<file path="src/rtl/operand_bypass_sel.sv">
module operand_bypass_sel #(
  parameter int IDX_W  = 5,
  parameter int DATA_W = 32
) (
  input  logic [IDX_W-1:0]  src_a_idx,
  input  logic [IDX_W-1:0]  src_b_idx,
  input  logic [IDX_W-1:0]  alu_stage_dst,
  input  logic              alu_stage_wen,
  input  logic [DATA_W-1:0] alu_stage_result,
  input  logic [IDX_W-1:0]  wb_stage_dst,
  input  logic              wb_stage_wen,
  input  logic [DATA_W-1:0] wb_stage_value,
  input  logic [DATA_W-1:0] rf_a_value,
  input  logic [DATA_W-1:0] rf_b_value,
  output logic [1:0]        sel_a,
  output logic [1:0]        sel_b,
  output logic [DATA_W-1:0] operand_a,
  output logic [DATA_W-1:0] operand_b
);
  localparam logic [1:0] SEL_FILE = 2'b00;
  localparam logic [1:0] SEL_ALU  = 2'b10;
  localparam logic [1:0] SEL_WB   = 2'b01;

  logic alu_live, wb_live;
  assign alu_live = alu_stage_wen && (alu_stage_dst != '0);
  assign wb_live  = wb_stage_wen  && (wb_stage_dst  != '0);

  function automatic logic [1:0] pick(input logic [IDX_W-1:0] src);
    if (alu_live && alu_stage_dst == src)   return SEL_ALU;
    else if (wb_live && wb_stage_dst == src) return SEL_WB;
    else                                     return SEL_FILE;
  endfunction

  function automatic logic [DATA_W-1:0] steer(input logic [1:0] s,
                                               input logic [DATA_W-1:0] file_v);
    case (s)
      SEL_ALU: return alu_stage_result;
      SEL_WB:  return wb_stage_value;
      default: return file_v;
    endcase
  endfunction

  assign sel_a     = pick(src_a_idx);
  assign sel_b     = pick(src_b_idx);
  assign operand_a = steer(sel_a, rf_a_value);
  assign operand_b = steer(sel_b, rf_b_value);
endmodule

</file>
<file path="config.mk">
export PLATFORM = sky130hd
export DESIGN_NAME = operand_bypass_sel
export DESIGN_NICKNAME = d
export VERILOG_FILES = /design/src/rtl/operand_bypass_sel.sv
export SDC_FILE = /design/constraint.sdc
export NUM_CORES = 1
export LEC_CHECK = 0
export BUFFER_PORTS_ARGS = -buffer_cell sky130_fd_sc_hd__buf_2
export CELL_PAD_IN_SITES_DETAIL_PLACEMENT = 0
export CELL_PAD_IN_SITES_GLOBAL_PLACEMENT = 1
export CORE_UTILIZATION = 25
export DETAILED_ROUTE_END_ITERATION = 16
export PLACE_DENSITY = 0.95
export SYNTH_ARGS = -nofsm -noshare
export SYNTH_HDL_FRONTEND = slang
export SYNTH_SLANG_ARGS = --single-unit
</file>
<file path="constraint.sdc">
create_clock -name vclk -period 3.2
set_input_delay 0.16 -clock vclk [all_inputs]
set_output_delay 0.16 -clock vclk [all_outputs]
set_load 0.05 [all_outputs]
</file>
## After elaboration in Yosys (flattened, before gate mapping)

Index checks and enable logic that the tools add are counted.
W data, S select, Z words.

| word-level totals | value |
|---|---|
| input port bits | 150 |
| output and inout port bits | 68 |
| bits in registers | 0 |

| operators by class | value |
|---|---|
| equal/unequal tests | 8 |
| multiplexer cells | 6 |
| reductions and logical operators | 8 |

Operators by type and width:

| kind | count |
|---|---|
| $pmux W32 S2 | 2 |
| $eq A5 B5 Y1 | 4 |
| $reduce_bool A5 Y1 | 2 |
| $logic_and A1 B1 Y1 | 6 |
| $eq A2 B1 Y1 const B | 2 |
| $eq A2 B2 Y1 const B | 2 |
| $mux W2 | 2 |
| $mux W1 | 2 |

## Depth between registers and ports, before layout

Gate-level depths: netlist of the first run.

| depth | value |
|---|---|
| depth after elaboration | 7 |
| mapped depth | 6 |
| mapped depth without buffers | 5 |

## Worst setup path after synthesis of the first run

No wires, ideal clock.

| timing path | value |
|---|---|
| path kind | in2out |
| start point | input alu_stage_dst[1] |
| end point | output sel_a[0] |
| cell stages on the path | 6 |
| path slack | 0.741 ns |
| data arrival time | 2.299 ns |
| required time | 3.040 ns |
| path buffers | 1 |
| cell sequence | or4_4 -> o211ai_2 -> or2_1 -> buf_2 -> inv_2 -> nor4_2 |

| between the ends | value |
|---|---|
| cells in the longest elaborated chain, start to end | 4 |

Ends and longest elaborated chain:

| item | RTL line | text |
|---|---|---|
| start, declared | 7 | `input logic [IDX_W-1:0] alu_stage_dst,` |
| $reduce_bool A5 Y1 | 25 | `assign alu_live = alu_stage_wen && (alu_stage_dst != '0);` |
| $logic_and A1 B1 Y1 | 25 |  |
| $logic_and A1 B1 Y1 (*) | 29 | `if (alu_live && alu_stage_dst == src) return SEL_ALU;` |
| $mux W2 (*) | 29 |  |
| end, declared | 15 | `output logic [1:0] sel_a,` |

Mark *: on every way between the ends. The rest lies on a longest branch, timed or not.

## Worst setup path after layout of the first run

| timing path | value |
|---|---|
| start point | input wb_stage_dst[0] |
| end point | output operand_b[27] |

| between the ends | value |
|---|---|
| cells in the longest elaborated chain, start to end | 7 |

Ends and longest elaborated chain:

| item | RTL line | text |
|---|---|---|
| start, declared | 10 | `input logic [IDX_W-1:0] wb_stage_dst,` |
| $reduce_bool A5 Y1 | 26 | `assign wb_live = wb_stage_wen && (wb_stage_dst != '0);` |
| $logic_and A1 B1 Y1 | 26 |  |
| $logic_and A1 B1 Y1 (*) | 30 | `else if (wb_live && wb_stage_dst == src) return SEL_WB;` |
| $mux W1 (*) | 30 |  |
| $mux W2 (*) | 29 |  |
| $eq A2 B1 Y1 or $eq A2 B2 Y1 (tied branches) | 36 | `case (s)` |
| $pmux W32 S2 (*) | 36 |  |
| end, declared | 18 | `output logic [DATA_W-1:0] operand_b` |

Marks and branches as above.

==> results of run 1 <==
per-layer routing:
layer  global-route usage  up-vias
met5                    0        -
met4               0.0821        0
met3               0.0458       25
met2                0.442      305
met1                0.298     1873
li1                     -     1834
cells in the mapped netlist:
cell / n / share of area
sky130_fd_sc_hd__nand4_1: 66 / 0.19
sky130_fd_sc_hd__nor3_1: 66 / 0.15
sky130_fd_sc_hd__a31oi_1: 64 / 0.18
sky130_fd_sc_hd__o31ai_1: 64 / 0.22
sky130_fd_sc_hd__clkbuf_1: 42 / 0.072
sky130_fd_sc_hd__buf_2: 14 / 0.032
sky130_fd_sc_hd__xnor2_1: 10 / 0.040
sky130_fd_sc_hd__xor2_1: 10 / 0.040
sky130_fd_sc_hd__buf_4: 4 / 0.014
sky130_fd_sc_hd__buf_1: 2 / 0.0034
sky130_fd_sc_hd__inv_2: 2 / 0.0034
sky130_fd_sc_hd__nor2_1: 2 / 0.0034
sky130_fd_sc_hd__nor4_2: 2 / 0.011
sky130_fd_sc_hd__o211ai_2: 2 / 0.011
sky130_fd_sc_hd__or2_1: 2 / 0.0057
sky130_fd_sc_hd__or2_2: 2 / 0.0057
sky130_fd_sc_hd__or3_1: 2 / 0.0057
sky130_fd_sc_hd__o21a_1: 1 / 0.0034
sky130_fd_sc_hd__o21ai_1: 1 / 0.0023
sky130_fd_sc_hd__or4_1: 1 / 0.0034
sky130_fd_sc_hd__or4_4: 1 / 0.0051
final timing paths:
path / cells past startpoint / endpoint / slack [ns]
max: 7 / operand_b[27] / 0.60
min: 4 / operand_b[1] / 0.75
through the flow:
step           utilization  worst slack [ns]  std cells  hold WS (ns)
6_report             0.397             0.596        636         0.751
5_1_grt              0.397             0.464        636         0.765
4_1_cts              0.397             0.692        636         0.752
3_5_place_dp         0.397             0.692        636         0.753
3_3_place_gp         0.397             0.762        636         0.745
2_1_floorplan            -             0.741        360         0.700
final cells by class:
| type | count | area [sq um] |
|---|---|---|
| fillers | 903 | 5060 |
| multi-input cells | 296 | 1970 |
| repair buffers | 233 | 1220 |
| well taps | 105 | 131 |
| inverters | 2 | 7.51 |
power groups by stage:
stage                     clock network (W)  logic, W  registers [W]
after floorplan                           0  0.000471              0
after global placement                    0  0.000713              0
after detailed placement                  0  0.000722              0
after CTS                                 0  0.000723              0
after global routing                      0  0.000768              0
final                                     0  0.000734              0
worst min-delay path: cells and delay by family:
family | cells | cell delay (ns)
buffers and inverters | 2 | 0.31
AOI/OAI and AO/OA | 2 | 0.12
logic make-up (layout without fill, tap and decap cells):
kind of cell	Yosys count	in the layout	synth area share
AND/OR/NAND/NOR	144	144	0.378
AO/OA/AOI/OAI	132	132	0.418
buffers and inverters	64	235	0.124
XOR/XNOR	20	20	0.0797
==> results.tsv, run 1 <==
metric	value	unit
mostFrequentLayoutCells	sky130_fd_sc_hd__buf_2 (218), sky130_fd_sc_hd__nand4_1 (66), sky130_fd_sc_hd__o31ai_1 (64), sky130_fd_sc_hd__nor3_1 (64), sky130_fd_sc_hd__a31oi_1 (64)	
grt.overflow.total	0	
ctsResizeCount	0	
critical_path.top_delay_family	simple AND/OR/NAND/NOR gates	
detailed_place_hpwl	8940	um
cp.required	3.04	ns
row_count	33	
cts_setup_buffers	0	
crit_slowest_cell	sky130_fd_sc_hd__or3_1	
p_leak	1.29	nW
finalHoldViolations	0	
num_vias	4037	
cts_stage_hold_buffer_count	0	
maxClockFrequency	384	MHz
rsz0062_at_grt	false	
kind_of_path_behind_the_tightest_hold_check	in2out	
antenna-diode-count	0	
final.setup.tns	0	ns
post_synth_inst_count	360	
most_common_cell_after_layout_fill_and_taps_aside	sky130_fd_sc_hd__buf_2	
dr_wl_met3	1290	um
dr_wl_met2	6040	um
min_period	2.60	ns
num-clock-buffers	0	
grt_util_all_layers	0.248	
endpoint_kind	primary output	
route.layer.met1.wl	4880	um
die_area	9170	sq um
drtAntennaViolNets	0	
comb_power_share	1.000	
totalWireLength	12500	um
syn_area_per_cell	6.11	sq um
yosysWarningCount	0	
post_place_cell_area	3330	sq um
report.final.slew_viol_count	0	
width_of_the_die	95.8	um
post_synth_net_total	510	
switching_pwr	0.000540	W
status	completed	
critPathKind	in2out	
worst-slew-pin-transition	1.24	ns
critical_path_buf_inv_count	3	
slew_headroom	0.174	
regArea	0	sq um
synth.cell_area	2200	sq um
final_instance_area	3330	sq um
synth.distinct_cells	21	
io-pin-count	218	
drtPass1Iterations	4	
die_height	95.8	um
area_growth_syn_to_layout	51.3	%
timing.hold.worst.start	rf_b_value[1]	
drcViolationCount	0	
portBuffers	218	
drv_cap	0	
pin_count_of_the_biggest_net_entering_global_routing	67	
fp.coreArea	8380	sq um
p_total	0.000734	W
setup_viol	0	
clock_power_share	0	
avgRoutedWirePerCell	19.7	um
worst_path_largest_cell_delay	0.93	ns
layout-drive-gt1-share	0.467	
detail_route.iter0.violations	374	
timing.final.crit_share	0.814	
fin_nets	683	
timing.critical_path.fanout_max	26	
globalplace.congestion	0.897	
p_sw_frac	0.736	
worst_ir_drop_vdd	0.158	mV
power_per_cell_area	221	nW/um^2
max_used_layer	met4	
power_frac_seq	0	
grt_first_pass_wirelength	18100	um
n_sequential_cell	0	
most_prevalent_standard_cell_on_the_critical_path	sky130_fd_sc_hd__buf_2	
critPathLaunchType	input port	
crit_chain	buf_2 > xor2_1 > or3_1 > buf_4 > o31ai_1 > a31oi_1 > buf_2	
crit_start	wb_stage_dst[0]	
viasPerCell	6.35	
initial_cell_density_of_the_core	0.262	
grt_antenna_before_repair	0	
critPathArrivalTime	2.44	ns
synth_sequential_area_ratio	0	
p_int	0.000194	W
via_count_of_the_first_global_routing_pass	3784	
Power figures use the tool's default switching activity.
==> inputs of run 2 (changes only) <==
Settings changed: CORE_UTILIZATION 25 to 23, PLACE_DENSITY 0.95 to 0.92.
Clock period 3.2 ns to 2.4 ns, I/O delays scaled along.
==> results.tsv, run 2 (synthesis results as in run 1) <==
metric	value	unit
use_met2	0.414	
avgRoutedWirePerCell	19.6	um
report.final.slew_viol_count	0	
layout-drive-gt1-share	0.472	
detailed_place_hpwl	9070	um
mostFrequentLayoutCells	sky130_fd_sc_hd__buf_2 (218), sky130_fd_sc_hd__nand4_1 (66), sky130_fd_sc_hd__o31ai_1 (64), sky130_fd_sc_hd__nor3_1 (64), sky130_fd_sc_hd__a31oi_1 (64)	
antenna-diode-count	0	
die_area	9950	sq um
ctsResizeCount	0	
crit_chain	buf_2 > or4_1 > o21ai_4 > buf_4 > o31ai_1 > a31oi_1 > buf_2	
num-clock-buffers	0	
slew_headroom	0.443	
final.setup.tns	0	ns
area_growth_syn_to_layout	54.4	%
worst_slack	0.216	ns
most_prevalent_standard_cell_on_the_critical_path	sky130_fd_sc_hd__buf_2	
status	completed	
grt_util_all_layers	0.238	
io-pin-count	218	
grt.overflow.total	0	
final_instance_area	3390	sq um
multiInputGateArea	1970	sq um
p_leak	1.31	nW
grt.met3_usage	0.0295	
drtAntennaViolNets	0	
cp.required	2.28	ns
worst-slew-pin-transition	0.836	ns
most_common_cell_after_layout_fill_and_taps_aside	sky130_fd_sc_hd__buf_2	
pin_count_of_the_biggest_net_entering_global_routing	65	
min_period	2.18	ns
drcViolationCount	0	
layout.cells.non_filler	665	
maxClockFrequency	458	MHz
detail_route.iter0.violations	343	
cts_stage_hold_buffer_count	0	
groute.layer.met1.usage	0.302	
grt_antenna_before_repair	0	
power_per_cell_area	296	nW/um^2
row_count	35	
globalplace.congestion	0.849	
kind_of_path_behind_the_tightest_hold_check	in2out	
timing.critical_path.fanout_max	33	
critPathArrivalTime	2.06	ns
post_place_cell_area	3390	sq um
finalHoldViolations	0	
rsz0062_at_grt	false	
setup_viol	0	
grt_first_pass_wirelength	19300	um
via_count_of_the_first_global_routing_pass	3964	
dp_slack	0.243	ns
worst_path_largest_cell_delay	0.59	ns
timing.final.crit_share	0.910	
initial_cell_density_of_the_core	0.238	
fp.coreArea	9240	sq um
numPlacedInstances	665	
post-route-util	0.367	
endpoint_kind	primary output	
fin_nets	688	
grt.busiest_layer	met2	
n_sequential_cell	0	
drv_cap	0	
drtPass1Iterations	5	
critPathKind	in2out	
worst_ir_drop_vdd	0.189	mV
portBuffers	218	
regArea	0	sq um
final.fill_count	1022	
crit_slowest_cell	sky130_fd_sc_hd__or4_1	
totalWireLength	13000	um
die_height	99.8	um
width_of_the_die	99.8	um
critPathLaunchType	input port	
viasPerCell	6.38	
cts_setup_buffers	0	
num_vias	4243	
## run 2: power by group
part | switching, W | internal [W]
logic | 0.000737 | 0.000266
registers | 0 | 0
clock network | 0 | 0
total | 0.000737 | 0.000266
## run 2: path summary, 6_finish.rpt
check	slack, ns	from	end	cells past startpoint
min	0.67	rf_a_value[8]	operand_a[8]	4
max	0.22	wb_stage_dst[1]	operand_b[19]	7
## run 2: area by class of cell
type	instances	area share
multi-input combinational	296	0.581
timing repair buffer	238	0.369
tap	129	0.0476
inverter	2	0.00221
## run 2: critical path, delay by kind of cell
| family | cells | cell delay [ns] |
|---|---|---|
| buf+inv | 3 | 0.77 |
| simple gates | 1 | 0.59 |
| compound gates | 3 | 0.56 |
## run 2: metal layers
layer / part of all wire / wire, um
met1: 0.39 / 5100
met3: 0.11 / 1430
met4: 0.020 / 264
met2: 0.48 / 6240
met5: 0 / 0
## run 2: per-stage QoR
step           hold WS [ns]  total power, W
5_1_grt               0.683         0.00104
4_1_cts               0.670        0.000982
6_report              0.669         0.00100
2_1_floorplan         0.620        0.000628
3_5_place_dp          0.669        0.000980
3_3_place_gp          0.669        0.000969
